$ cat src/rtl/snpi_pkg.sv
package snpi_pkg;

    typedef enum logic [2:0] {
        ST_IDLE          = 3'd0,
        ST_SNOOP         = 3'd1,
        ST_WAIT_HITM     = 3'd2,
        ST_CPU_WB        = 3'd3,
        ST_CPU_FILL      = 3'd4,
        ST_MASTER_ACCESS = 3'd5,
        ST_DONE          = 3'd6
    } snp_state_e;

    typedef struct packed {
        logic stb;
        logic gnt_wb;
        logic gnt_fill;
        logic gnt_master;
        logic rdy;
    } snp_out_t;

endpackage

$ cat src/rtl/snpi_tally.sv
// Wrapping event counter: flags the final step of a LIMIT-long run.
module snpi_tally #(
    parameter int LIMIT = 4
) (
    input  logic clk,
    input  logic rst_n,
    input  logic clr,
    input  logic step,
    output logic last
);
    localparam int W = (LIMIT > 1) ? $clog2(LIMIT) : 1;
    localparam logic [W-1:0] TOP = W'(LIMIT - 1);

    logic [W-1:0] cnt_q;

    always_ff @(posedge clk or negedge rst_n) begin
        if (!rst_n) begin
            cnt_q <= '0;
        end else if (clr) begin
            cnt_q <= '0;
        end else if (step) begin
            if (cnt_q == TOP) cnt_q <= '0;
            else              cnt_q <= cnt_q + 1'b1;
        end
    end

    assign last = (cnt_q == TOP);
endmodule

$ cat src/rtl/snpi_outdec.sv
// Moore output decode of the sequencer state.
module snpi_outdec import snpi_pkg::*; (
    input  snp_state_e state,
    input  logic       svc_master,
    output snp_out_t   outs
);
    always_comb begin
        outs = '0;
        unique case (state)
            ST_IDLE:          outs = '0;
            ST_SNOOP:         outs.stb = 1'b1;
            ST_WAIT_HITM:     outs = '0;
            ST_CPU_WB:        outs.gnt_wb = 1'b1;
            ST_CPU_FILL:      outs.gnt_fill = 1'b1;
            ST_MASTER_ACCESS: outs.gnt_master = 1'b1;
            ST_DONE:          outs.rdy = svc_master;
            default:          outs = '0;
        endcase
    end
endmodule

$ cat src/rtl/snpi_seq.sv
module snpi_seq import snpi_pkg::*; #(
    parameter int AW       = 32,
    parameter int BEATS    = 4,
    parameter int HITM_DLY = 2
) (
    input  logic          clk,
    input  logic          rst_n,
    input  logic          am_req,
    input  logic          am_write,
    input  logic [AW-1:0] am_addr,
    output logic          am_rdy,
    output logic          snp_stb,
    output logic          snp_inv,
    output logic [AW-1:0] snp_addr,
    input  logic          hitm_n,
    input  logic          cpu_wb_req,
    input  logic          cpu_fill_req,
    input  logic          mem_ack,
    output logic          gnt_cpu_wb,
    output logic          gnt_cpu_fill,
    output logic          gnt_master
);
    snp_state_e    st_q, st_d;
    logic          svc_master_q;
    logic          lat_wr_q;
    logic [AW-1:0] lat_addr_q;
    logic          take_master, take_cpu;
    logic          win_clr, win_last;
    logic          beat_clr, beat_last;
    snp_out_t      outs;

    // Decision in IDLE: writeback first, then master, then fill.
    assign take_master = (st_q == ST_IDLE) && !cpu_wb_req && am_req;
    assign take_cpu    = (st_q == ST_IDLE) && (cpu_wb_req || (!am_req && cpu_fill_req));

    // Sample window timer: runs only while waiting for hit-modified.
    assign win_clr = (st_q != ST_WAIT_HITM);

    snpi_tally #(.LIMIT(HITM_DLY)) u_win (
        .clk   (clk),
        .rst_n (rst_n),
        .clr   (win_clr),
        .step  (1'b1),
        .last  (win_last)
    );

    // Burst beat counter: counts acknowledged data beats of a processor burst.
    assign beat_clr = (st_q != ST_CPU_WB) && (st_q != ST_CPU_FILL);

    snpi_tally #(.LIMIT(BEATS)) u_beat (
        .clk   (clk),
        .rst_n (rst_n),
        .clr   (beat_clr),
        .step  (mem_ack),
        .last  (beat_last)
    );

    always_ff @(posedge clk or negedge rst_n) begin
        if (!rst_n) st_q <= ST_IDLE;
        else        st_q <= st_d;
    end

    always_ff @(posedge clk or negedge rst_n) begin
        if (!rst_n) begin
            svc_master_q <= 1'b0;
            lat_wr_q     <= 1'b0;
            lat_addr_q   <= '0;
        end else if (take_master) begin
            svc_master_q <= 1'b1;
            lat_wr_q     <= am_write;
            lat_addr_q   <= am_addr;
        end else if (take_cpu) begin
            svc_master_q <= 1'b0;
        end
    end

    always_comb begin
        st_d = st_q;
        unique case (st_q)
            ST_IDLE: begin
                if (cpu_wb_req)        st_d = ST_CPU_WB;
                else if (am_req)       st_d = ST_SNOOP;
                else if (cpu_fill_req) st_d = ST_CPU_FILL;
            end
            ST_SNOOP:     st_d = ST_WAIT_HITM;
            ST_WAIT_HITM: begin
                if (win_last) st_d = hitm_n ? ST_MASTER_ACCESS : ST_CPU_WB;
            end
            ST_CPU_WB: begin
                if (mem_ack && beat_last)
                    st_d = svc_master_q ? ST_MASTER_ACCESS : ST_DONE;
            end
            ST_CPU_FILL: begin
                if (mem_ack && beat_last) st_d = ST_DONE;
            end
            ST_MASTER_ACCESS: begin
                if (mem_ack) st_d = ST_DONE;
            end
            ST_DONE: st_d = ST_IDLE;
            default: st_d = ST_IDLE;
        endcase
    end

    snpi_outdec u_dec (
        .state      (st_q),
        .svc_master (svc_master_q),
        .outs       (outs)
    );

    assign snp_stb      = outs.stb;
    assign snp_inv      = outs.stb & lat_wr_q;
    assign snp_addr     = lat_addr_q;
    assign gnt_cpu_wb   = outs.gnt_wb;
    assign gnt_cpu_fill = outs.gnt_fill;
    assign gnt_master   = outs.gnt_master;
    assign am_rdy       = outs.rdy;
endmodule

$ cat config.mk
export PLATFORM = sky130hd
export DESIGN_NAME = snpi_seq
export DESIGN_NICKNAME = d
export VERILOG_FILES = /design/src/rtl/snpi_pkg.sv /design/src/rtl/snpi_tally.sv /design/src/rtl/snpi_outdec.sv /design/src/rtl/snpi_seq.sv
export SDC_FILE = /design/constraint.sdc
export NUM_CORES = 1
export LEC_CHECK = 0
export ABC_AREA = 0
export BUFFER_PORTS_ARGS = -buffer_cell sky130_fd_sc_hd__buf_2
export CORE_MARGIN = 8
export CORE_UTILIZATION = 47
export DETAILED_ROUTE_END_ITERATION = 8
export GPL_ROUTABILITY_DRIVEN = 1
export PLACE_DENSITY_LB_ADDON = 0.2
export SYNTH_ARGS = -nofsm -noshare
export SYNTH_HDL_FRONTEND = slang
export SYNTH_SLANG_ARGS = --single-unit
$ cat constraint.sdc
create_clock -name clk -period 1.68 [get_ports clk]
set_input_delay 0.168 -clock clk [delete_from_list [all_inputs] [get_ports clk]]
set_output_delay 0.168 -clock clk [all_outputs]
set_load 0.03 [all_outputs]
==> results of run 1 <==
-- per-stage QoR --
stage | power (W) | area (um^2) | instances
after global placement | 0.00418 | 2250 | 244
after global routing | 0.00510 | 2350 | 252
final | 0.00484 | 2350 | 252
after CTS | 0.00488 | 2340 | 252
after floorplan | 0.00355 | 1820 | 119
after detailed placement | 0.00426 | 2250 | 244
-- per-layer routing --
metal / part of all wire / global-route usage / up-vias
li1: - / - / 593
met1: 0.44 / 0.171 / 610
met2: 0.47 / 0.201 / 53
met3: 0.085 / 0.0547 / 2
met4: 0.0039 / 0.0278 / 0
met5: 0 / 0 / -
-- registers in the layout, indices dropped and copies added (netlist names) --
register,flops
snp_addr,32
svc_master_q,1
u_beat.cnt_q,2
lat_wr_q,1
st_q,3
u_win.last,1
-- cell usage after synthesis (2+ instances only) --
cell / count / share of area
and3_1: 3 / 0.010
mux2_2: 4 / 0.025
nor2_1: 5 / 0.010
nor3b_1: 2 / 0.0083
a211oi_1: 2 / 0.0083
inv_1: 3 / 0.0062
dfrtp_1: 40 / 0.55
mux2_4: 29 / 0.24
nor3_1: 3 / 0.0083
buf_6: 4 / 0.025
-- area by class of cell --
cell class,count,area (um^2),area share
inverters,3,15.0,0.00640
clock buffers,5,68.8,0.0293
repair buffers,84,440,0.188
clock inverters,2,12.5,0.00533
flip-flops and latches,40,1000,0.426
well taps,48,60.1,0.0256
multi-input cells,70,749,0.319
-- cell families (layout without fill, tap and decap cells) --
logic type,Yosys count,in the layout,synth area share
fa+ha+maj,1,1,0.00690
flops,40,40,0.552
simple gates,23,23,0.0828
compound gates,12,12,0.0503
mux,34,34,0.270
buf+inv,9,94,0.0379
-- timing repair --
| item | 4_1_cts | 5_1_grt |
|---|---|---|
| setup endpoints to repair | 0 | 1 |
| endpoints found under the hold margin | 16 | 0 |
| hold buffers | 1 | 0 |
| gates resized for setup | 0 | 1 |
-- power by group through the flow --
stage	Clock, W	Combinational, W	Sequential [W]
global route	0.000649	0.00270	0.00175
global placement	0	0.00250	0.00168
CTS	0.000619	0.00256	0.00170
floorplan	0	0.00112	0.00243
finish	0.000602	0.00254	0.00169
detailed placement	0	0.00257	0.00170
-- worst paths after layout --
kind | end | cells after the start | start | slack (ns)
setup / recovery | am_rdy | 4 | st_q[0]$_DFFE_PN0P_ | 0.13
max in group asynchronous | st_q[2]$_DFFE_PN0P_ | 3 | rst_n | 0.68
setup reg to reg | st_q[0]$_DFFE_PN0P_ | 4 | u_beat.cnt_q[0]$_DFFE_PN0P_ | 0.23
min in group asynchronous | snp_addr[28]$_DFFE_PN0P_ | 2 | rst_n | 0.36
hold / removal | snp_addr[20]$_DFFE_PN0P_ | 2 | am_addr[20] | 0.11
hold reg to reg | u_win.last$_DFF_PN0_ | 1 | u_win.last$_DFF_PN0_ | 0.43
==> results.md, run 1 <==
- Layout Utilization: 0.636
- Area added between synthesis and finish: 29.4%
- Slew Viols, Final: 0
- Worst EP arrival: 1.38 ns
- GRT overflow: 0
- Via count: 1258
- Clock tree buffer depth: 2
- Clock Pin Slew Worst Setup and Hold Paths: 0.08 ns
- Initial DRT Pass Iterations: 4
- Dpl hpwl: 3150 um
- Clock Latency Late Sink: 0.28 ns
- Share of power burned in registers: 0.350
- Status: completed
- Max transition margin: 0.738
- Max stage delay cell, worst path: dfrtp_1
- Post-route minimum period: 1.55 ns
- # fillers: 297
- Sw power: 0.00208 W
- CORE AREA: 3690 um^2
- Final period utilization: 0.923
- Worst path cell trace: buf_4 > clkinvlp_4 > and4_1 > buf_2
- CP top delay family: buffers and inverters
- DRT Wirelength: 4070 um
- Vias per inst: 4.99
- Die H: 78.1 um
- Distinct cells, synth: 34
- CTS Buf Count: 5
- Most frequent cells in the layout: buf_2 (77), dfrtp_1 (40), mux2_4 (29), buf_4 (6)
- Total Die Area: 6100 um^2
- Clock sink count: 40
- Fmax: 645 MHz
- Clock Tree Root: clkbuf_8
- PwrDens: 2060 nW/um^2
- Seq/Total Area, Yosys: 0.552
- Global router's overall resource usage: 0.132
- Crit. End Element: output port
- Sw Share: 0.429
- H-tree depth: 2
- WS Path Type: flip-flop to output port
- Final Hold Viols: 0
- Largest fanout on the critical path: 11
- Leak: 1.30 nW
- IO buf count: 77
- Ys flop type: dfrtp_1
- Required time of the critical path: 1.51 ns
- Wire per inst: 16.2 um
- Layout cells sized above 1: 0.632
- Crit path largest cell delay: 0.36 ns
- IO Pins: 78
- Ys Warns: 0
- Detail Route Antenna Nets: 0
- Drc violations: 0
- EDFF count, synth: 0
- Min-Delay Path Class: input pin to flip-flop
- Nets: 245
- Mean Syn Cell Area: 15.2 um^2
- MaxCap Viol Count: 0
- DP Worst Slack: 0.254 ns
- Vias in the first global route: 1417
- RD Place Congestion: 0.800
- # setup viols final: 0
- Std cell rows: 22
- Combinational power share: 0.525
- Die Wd: 78.1 um
- Number of synthesized register bits: 40
- Most common cell after layout, fill and taps aside: buf_2
- Postcts setup bufs: 0
- Critical path buffers and inverters: 3
- Initial antenna violation count: 0
- Initial Util: 0.492
- Final setup TNS: 0 ns
- Max VDD drop: 1200 uV
- Final WS setup: 0.130 ns
- Largest net degree at the start of global routing: 25
- Cell count after synthesis: 119
- Clk pwr share: 0.124
- Ys async rst share: 1.00
- P_int: 0.00276 W
- RSZ-0062 raised after global routing: no
- CTS tree: done
- Initial DRC Count: 56
- Crit path launch type: flip-flop
- Post-Synthesis Cell Area: 1810 um^2
- Worst Max-Slew Pin Slew: 0.391 ns
- Worst hold slack: 0.109 ns
- # diodes: 0
- Clock Skew: 0.00289 ns
- First-pass GRT wire length: 6700 um
- Syn Nets: 160
(Power assumes the default switching activity.)
==> inputs of run 2 (changes only) <==
PLACE_DENSITY_LB_ADDON = 0.05   (was 0.2)
SLEW_MARGIN = 20   (was default)
==> run 2 against run 1 <==
Compared with the run above: non-clock buffer count decreased by 1; core utilization increased by 0.27 points; clock power is 4.0% lower; sequential cell count unchanged; register-to-register slack improved by 0.08 ns; via count decreased by 0.64%; critical path depth stayed put; cell count is 0.40% lower.
==> results.md, run 2 (synthesis gave the netlist of run 1 again) <==
- Leak: 1.31 nW
- Clock Pin Slew Worst Setup and Hold Paths: 0.07 ns
- Wire per inst: 15.7 um
- H-tree depth: 2
- # diodes: 0
- DP Worst Slack: 0.330 ns
- Initial antenna violation count: 0
- RD Place Congestion: 0.847
- Crit path depth: 4
- Met3 Resource Use GR: 0.0672
- Fmax: 633 MHz
- Initial DRT Pass Iterations: 4
- IO Pins: 78
- Initial DRC Count: 43
- Vias per inst: 4.98
- Worst r2r src: st_q[0]$_DFFE_PN0P_
- CTS Buf Count: 5
- Critical R2R Capture: snp_addr[24]$_DFFE_PN0P_
- Crit. End Element: output port
- Final Hold Viols: 0
- Non-filler cells in the finished layout: 251
- Clock tree buffer depth: 2
- Crit path largest cell delay: 0.39 ns
- Max reg flops: 32
- Cells on worst reg2reg path: 4
- Busiest grt layer: met2
- Worst Max-Slew Pin Slew: 0.484 ns
- PwrDens: 2040 nW/um^2
- MaxCap Viol Count: 0
- Layout cells sized above 1: 0.621
- Post-route minimum period: 1.58 ns
- # resized after CTS: 0
- Min-Delay Path Class: input pin to flip-flop
- Max transition margin: 0.677
- RSZ-0062 raised after global routing: no
- Clock Tree Root: clkbuf_8
- Sw power: 0.00203 W
- CTS tree: done
- Required time of the critical path: 1.51 ns
- Final period utilization: 0.941
- Crit path launch type: flip-flop
- CP top delay family: buffers and inverters
- Final WS setup: 0.0990 ns
- Initial Util: 0.492
- DRT Wirelength: 3930 um
- Met2 usage: 0.206
- Most common cell after layout, fill and taps aside: buf_2
- Clk pwr share: 0.120
- Critical path buffers and inverters: 3
- Min-delay src: am_addr[11]
- Slew Viols, Final: 0
- CORE AREA: 3690 um^2
- Hold path depth: 2
- Placed cells: 243
- Worst R2R Setup Slack: 0.31 ns
- Clock Skew: 0.00262 ns
- Largest net degree at the start of global routing: 35
- IO buf count: 77
- Clock sink count: 40
- GRT overflow: 0
- Global router's overall resource usage: 0.133
- Dpl hpwl: 3060 um
- Largest fanout on the critical path: 11
- Clock Latency Late Sink: 0.28 ns
- Detail Route Antenna Nets: 0
- Drc violations: 0
- Via count: 1250
- Worst EP arrival: 1.41 ns
- Vias in the first global route: 1446
- Std cell rows: 22
- First-pass GRT wire length: 6670 um
- Die Wd: 78.1 um
- # setup viols final: 0
- Area added between synthesis and finish: 29.9%
- WS Path Type: flip-flop to output port
- Most frequent cells in the layout: buf_2 (77), dfrtp_1 (40), mux2_4 (29), nor2_1 (5), clkbuf_8 (5)
- Sw Share: 0.424
- Die H: 78.1 um
- Worst Hold End: snp_addr[11]$_DFFE_PN0P_
- Met1 Resource Use GR: 0.158
- Max VDD drop: 1160 uV
- Final setup TNS: 0 ns
- Total Die Area: 6100 um^2
- Status: completed
- P_int: 0.00277 W
- Worst path cell trace: buf_4 > inv_1 > and4_1 > buf_2
- Max stage delay cell, worst path: dfrtp_1
- Nets: 244
- Share of power burned in registers: 0.354
- Combinational power share: 0.526
-- run 2: layout make-up --
cell class | instances | area (um^2)
timing repair buffer | 83 | 458
sequential | 40 | 1000
clock inverter | 1 | 5.00
clock buffer | 6 | 72.6
fill | 290 | 1330
multi-input combinational | 70 | 749
inverter | 3 | 11.3
tap | 48 | 60.1
-- run 2: worst max-delay path by stage --
| stage | start | end | slack (ns) |
|---|---|---|---|
| floorplan | st_q[0]$_DFFE_PN0P_ | snp_stb | 0.22 |
| global placement | st_q[1]$_DFFE_PN0P_ | st_q[0]$_DFFE_PN0P_ | 0.36 |
| detailed placement | st_q[0]$_DFFE_PN0P_ | snp_addr[7]$_DFFE_PN0P_ | 0.33 |
| CTS | st_q[0]$_DFFE_PN0P_ | am_rdy | 0.09 |
| global route | st_q[0]$_DFFE_PN0P_ | am_rdy | 0.03 |
| finish | st_q[0]$_DFFE_PN0P_ | am_rdy | 0.1 |
-- run 2: power groups by stage --
stage	Clock, W	Sequential, W	Combinational [W]
global placement	0	0.00168	0.00252
global route	0.000647	0.00176	0.00268
CTS	0.000607	0.00170	0.00256
detailed placement	0	0.00170	0.00255
floorplan	0	0.00243	0.00112
finish	0.000578	0.00170	0.00252
-- run 2: timing repair --
item,4_1_cts,5_1_grt
setup buffers,0,0
setup endpoints to repair,0,0
hold buffers,1,0
endpoints found under the hold margin,20,0
-- run 2: through the flow --
step                hold WS (ns)  total power, W  utilization  cell area [um^2]
finish                     0.110         0.00480        0.639              2360
global route              0.0942         0.00508        0.639              2360
CTS                       0.0952         0.00486        0.639              2360
detailed placement         0.167         0.00426        0.615              2270
global placement           0.152         0.00420        0.615              2270
floorplan                 -0.128         0.00355            -              1820
-- run 2: layer usage --
metal  vias up  routed length [um]
met5         -                   0
met4         0                  35
met3         5                 367
met2        54                1810
met1       601                1720
li1        590                   -
==> inputs of run 3 (changes only) <==
GPL_ROUTABILITY_DRIVEN = 0   (was 1)
SYNTH_HIERARCHICAL = 1   (was default)
==> run 3 against run 2 <==
Compared with the run above: design area is 4.2% higher; critical path depth is 1 higher; count of clock-buffer cells in the layout is 1 higher; combinational power is 8.3% lower; non-clock buffer count is 2 higher; first-iteration DRC count is 51% higher; worst hold slack worse by 0.0056 ns; sequential share of layout area is 1.7 points lower; synthesized area is 2.5% higher; largest power group unchanged.
==> results.md, run 3 <==
- Status: completed
- Die Wd: 78.9 um
- IO Pins: 78
- Syn Nets: 168
- PwrDens: 1940 nW/um^2
- Crit. End Element: flip-flop
- Final Total Pwr: 0.00477 W
- H-tree depth: 2
- Met3 Wirelength: 451 um
- Global router's overall resource usage: 0.140
- RSZ-0062 raised after global routing: no
- Placed cells: 254
- Final setup TNS: 0 ns
- Via count: 1324
- Worst Setup SP: st_q[0]$_DFFE_PN0P_
- Fmax: 638 MHz
- Clock sink count: 40
- Worst path cell trace: buf_4 > nor3_4 > nand3b_4 > buf_4 > mux2_4
- Drc violations: 0
- CORE AREA: 3910 um^2
- Largest fanout on the critical path: 24
- Worst EP arrival: 1.74 ns
- Top cells by count, synth: dfrtp_1 (40), mux2_4 (29), a21oi_1 (6), nor2_1 (6)
- Max Used Layer: met4
- Die H: 78.9 um
- CTS Buf Count: 5
- Non-filler cells in the finished layout: 264
- Post-route minimum period: 1.57 ns
- First-pass GRT wire length: 6830 um
- Metal-1 WL: 1590 um
- Cell count after synthesis: 127
- Max VDD drop: 933 uV
- Max stage delay cell, worst path: dfrtp_1
- EDFF count, synth: 0
- Min-delay src: am_addr[31]
- Most common cell after layout, fill and taps aside: buf_2
- Post-synth top area cell: dfrtp_1
- Layout cells sized above 1: 0.617
- Total Die Area: 6220 um^2
- Mean Syn Cell Area: 14.6 um^2
- Detail Route Antenna Nets: 0
- Distinct cells, synth: 33
- CP dominant cell by count: buf_4
- Initial antenna violation count: 0
- Leak: 1.38 nW
- Max reg flops: 32
- Crit path launch type: flip-flop
- Most frequent cell after synthesis: dfrtp_1
- Most frequent cells in the layout: buf_2 (76), dfrtp_1 (40), mux2_4 (29), clkbuf_8 (7)
- Dpl hpwl: 3250 um
- # setup viols final: 0
- Required time of the critical path: 1.86 ns
- Share of Yosys cell area claimed by the top area cell type: 0.538
- DRT Wirelength: 4270 um
- Ys async rst share: 1.00
- Clock tree buffer depth: 2
- Number of synthesized register bits: 40
- Initial DRC Count: 65
- Vias per inst: 5.02
- Crit path largest cell delay: 0.38 ns
- Post-Synthesis Cell Area: 1860 um^2
- Initial Util: 0.475
- Wire per inst: 16.2 um
- Synth area leaders: dfrtp_1 (54%), mux2_4 (23%), buf_6 (2.4%)
- Nets: 254
- Largest net degree at the start of global routing: 41
- Clock Skew: 0.00201 ns
- Multi-input gate area: 806 um^2
- Clock Tree Root: clkbuf_8
- Clock Latency Late Sink: 0.29 ns
- IO buf count: 77
- CTS tree: done
- Area added between synthesis and finish: 32.2%
- # diodes: 0
- Ys Warns: 6
- Vias in the first global route: 1430
- Met2 wire length: 2180 um
- Clock Pin Slew Worst Setup and Hold Paths: 0.07 ns
- WS Path Type: flip-flop to flip-flop
- Final Hold Viols: 0
- Ys flop type: dfrtp_1
- Seq/Total Area, Yosys: 0.538
- MaxCap Viol Count: 0
- Final period utilization: 0.933
- Initial DRT Pass Iterations: 5
- Std cell rows: 23
- Seq. cell area: 1000 um^2
- # fillers: 341
- Worst r2r src: st_q[0]$_DFFE_PN0P_
- GRT overflow: 0
- Slew Viols, Final: 0
- Min-Delay Path Class: input pin to flip-flop
run 3: cell count changes after synthesis, moves of 2 or more:
cell and change:
o21ai_0 +3, a21oi_1 +5, and3b_2 +2, and3_1 -3, a211oi_1 -2, nand2_1 +2
run 3: cell type report:
| cell class | instances | share of cell area |
|---|---|---|
| Timing Repair Buffer | 85 | 0.185 |
| Multi-Input combinational cell | 79 | 0.328 |
| Sequential cell | 40 | 0.407 |
| Clock inverter | 1 | 0.0122 |
| Tap cell | 50 | 0.0255 |
| Clock buffer | 7 | 0.0392 |
| Inverter | 2 | 0.00305 |
run 3: final timing paths:
kind / end / slack, ns / cells past startpoint
max: snp_addr[17]$_DFFE_PN0P_ / 0.11 / 5
max reg2reg: snp_addr[17]$_DFFE_PN0P_ / 0.11 / 5
max in group asynchronous: snp_addr[30]$_DFFE_PN0P_ / 0.89 / 3
min reg2reg: snp_addr[3]$_DFFE_PN0P_ / 0.50 / 1
min in group asynchronous: u_win/last$_DFFE_PN0P_ / 0.45 / 3
min: snp_addr[31]$_DFFE_PN0P_ / 0.10 / 2
run 3: power breakdown:
part / leakage (nW) / internal [W] / total (W) / switching (W)
combinational: 0.814 / 0.000970 / 0.00231 / 0.00134
clock: 0.0645 / 0.000524 / 0.000840 / 0.000316
sequential: 0.506 / 0.00137 / 0.00162 / 0.000246
total: 1.38 / 0.00287 / 0.00477 / 0.00190
run 3: critical path, delay by kind of cell (launching register included):
family                 cells  cell delay [ns]
DFF                        1             0.38
buffers and inverters      2             0.41
and+or+nand+nor            2             0.32
muxes                      1             0.34
run 3: routing by layer:
layer | GRT usage | vias up
li1 | - | 622
met1 | 0.146 | 631
met2 | 0.235 | 64
met3 | 0.0722 | 7
met4 | 0.0556 | 0
met5 | 0 | -
run 3: through the flow:
step | hold slack, ns | cell area (um^2) | util | setup WS (ns)
2_1_floorplan | -0.128 | 1860 | - | 0.165
3_3_place_gp | 0.242 | 2300 | 0.588 | 0.241
3_5_place_dp | 0.252 | 2300 | 0.588 | 0.191
4_1_cts | 0.0936 | 2440 | 0.623 | 0.0565
5_1_grt | 0.0881 | 2460 | 0.628 | 0.0234
6_report | 0.104 | 2460 | 0.628 | 0.113
run 3: cells by family (layout without fill, tap and decap cells):
group           after synthesis  count (layout)  synth area share
compound gates               15              15            0.0505
simple gates                 27              27            0.0996
buf+inv                       8              95            0.0343
flops                        40              40             0.538
fa+ha+maj                     1               1           0.00673
mux                          34              34             0.264
other cells                   1               1           0.00202
xor+xnor                      1               1           0.00471
run 3: what timing repair did:
action,4_1_cts,5_1_grt
hold endpoints to repair,40,0
setup endpoints to repair,0,1
resized for setup,0,3
hold buffers,1,0
setup buffers,0,1
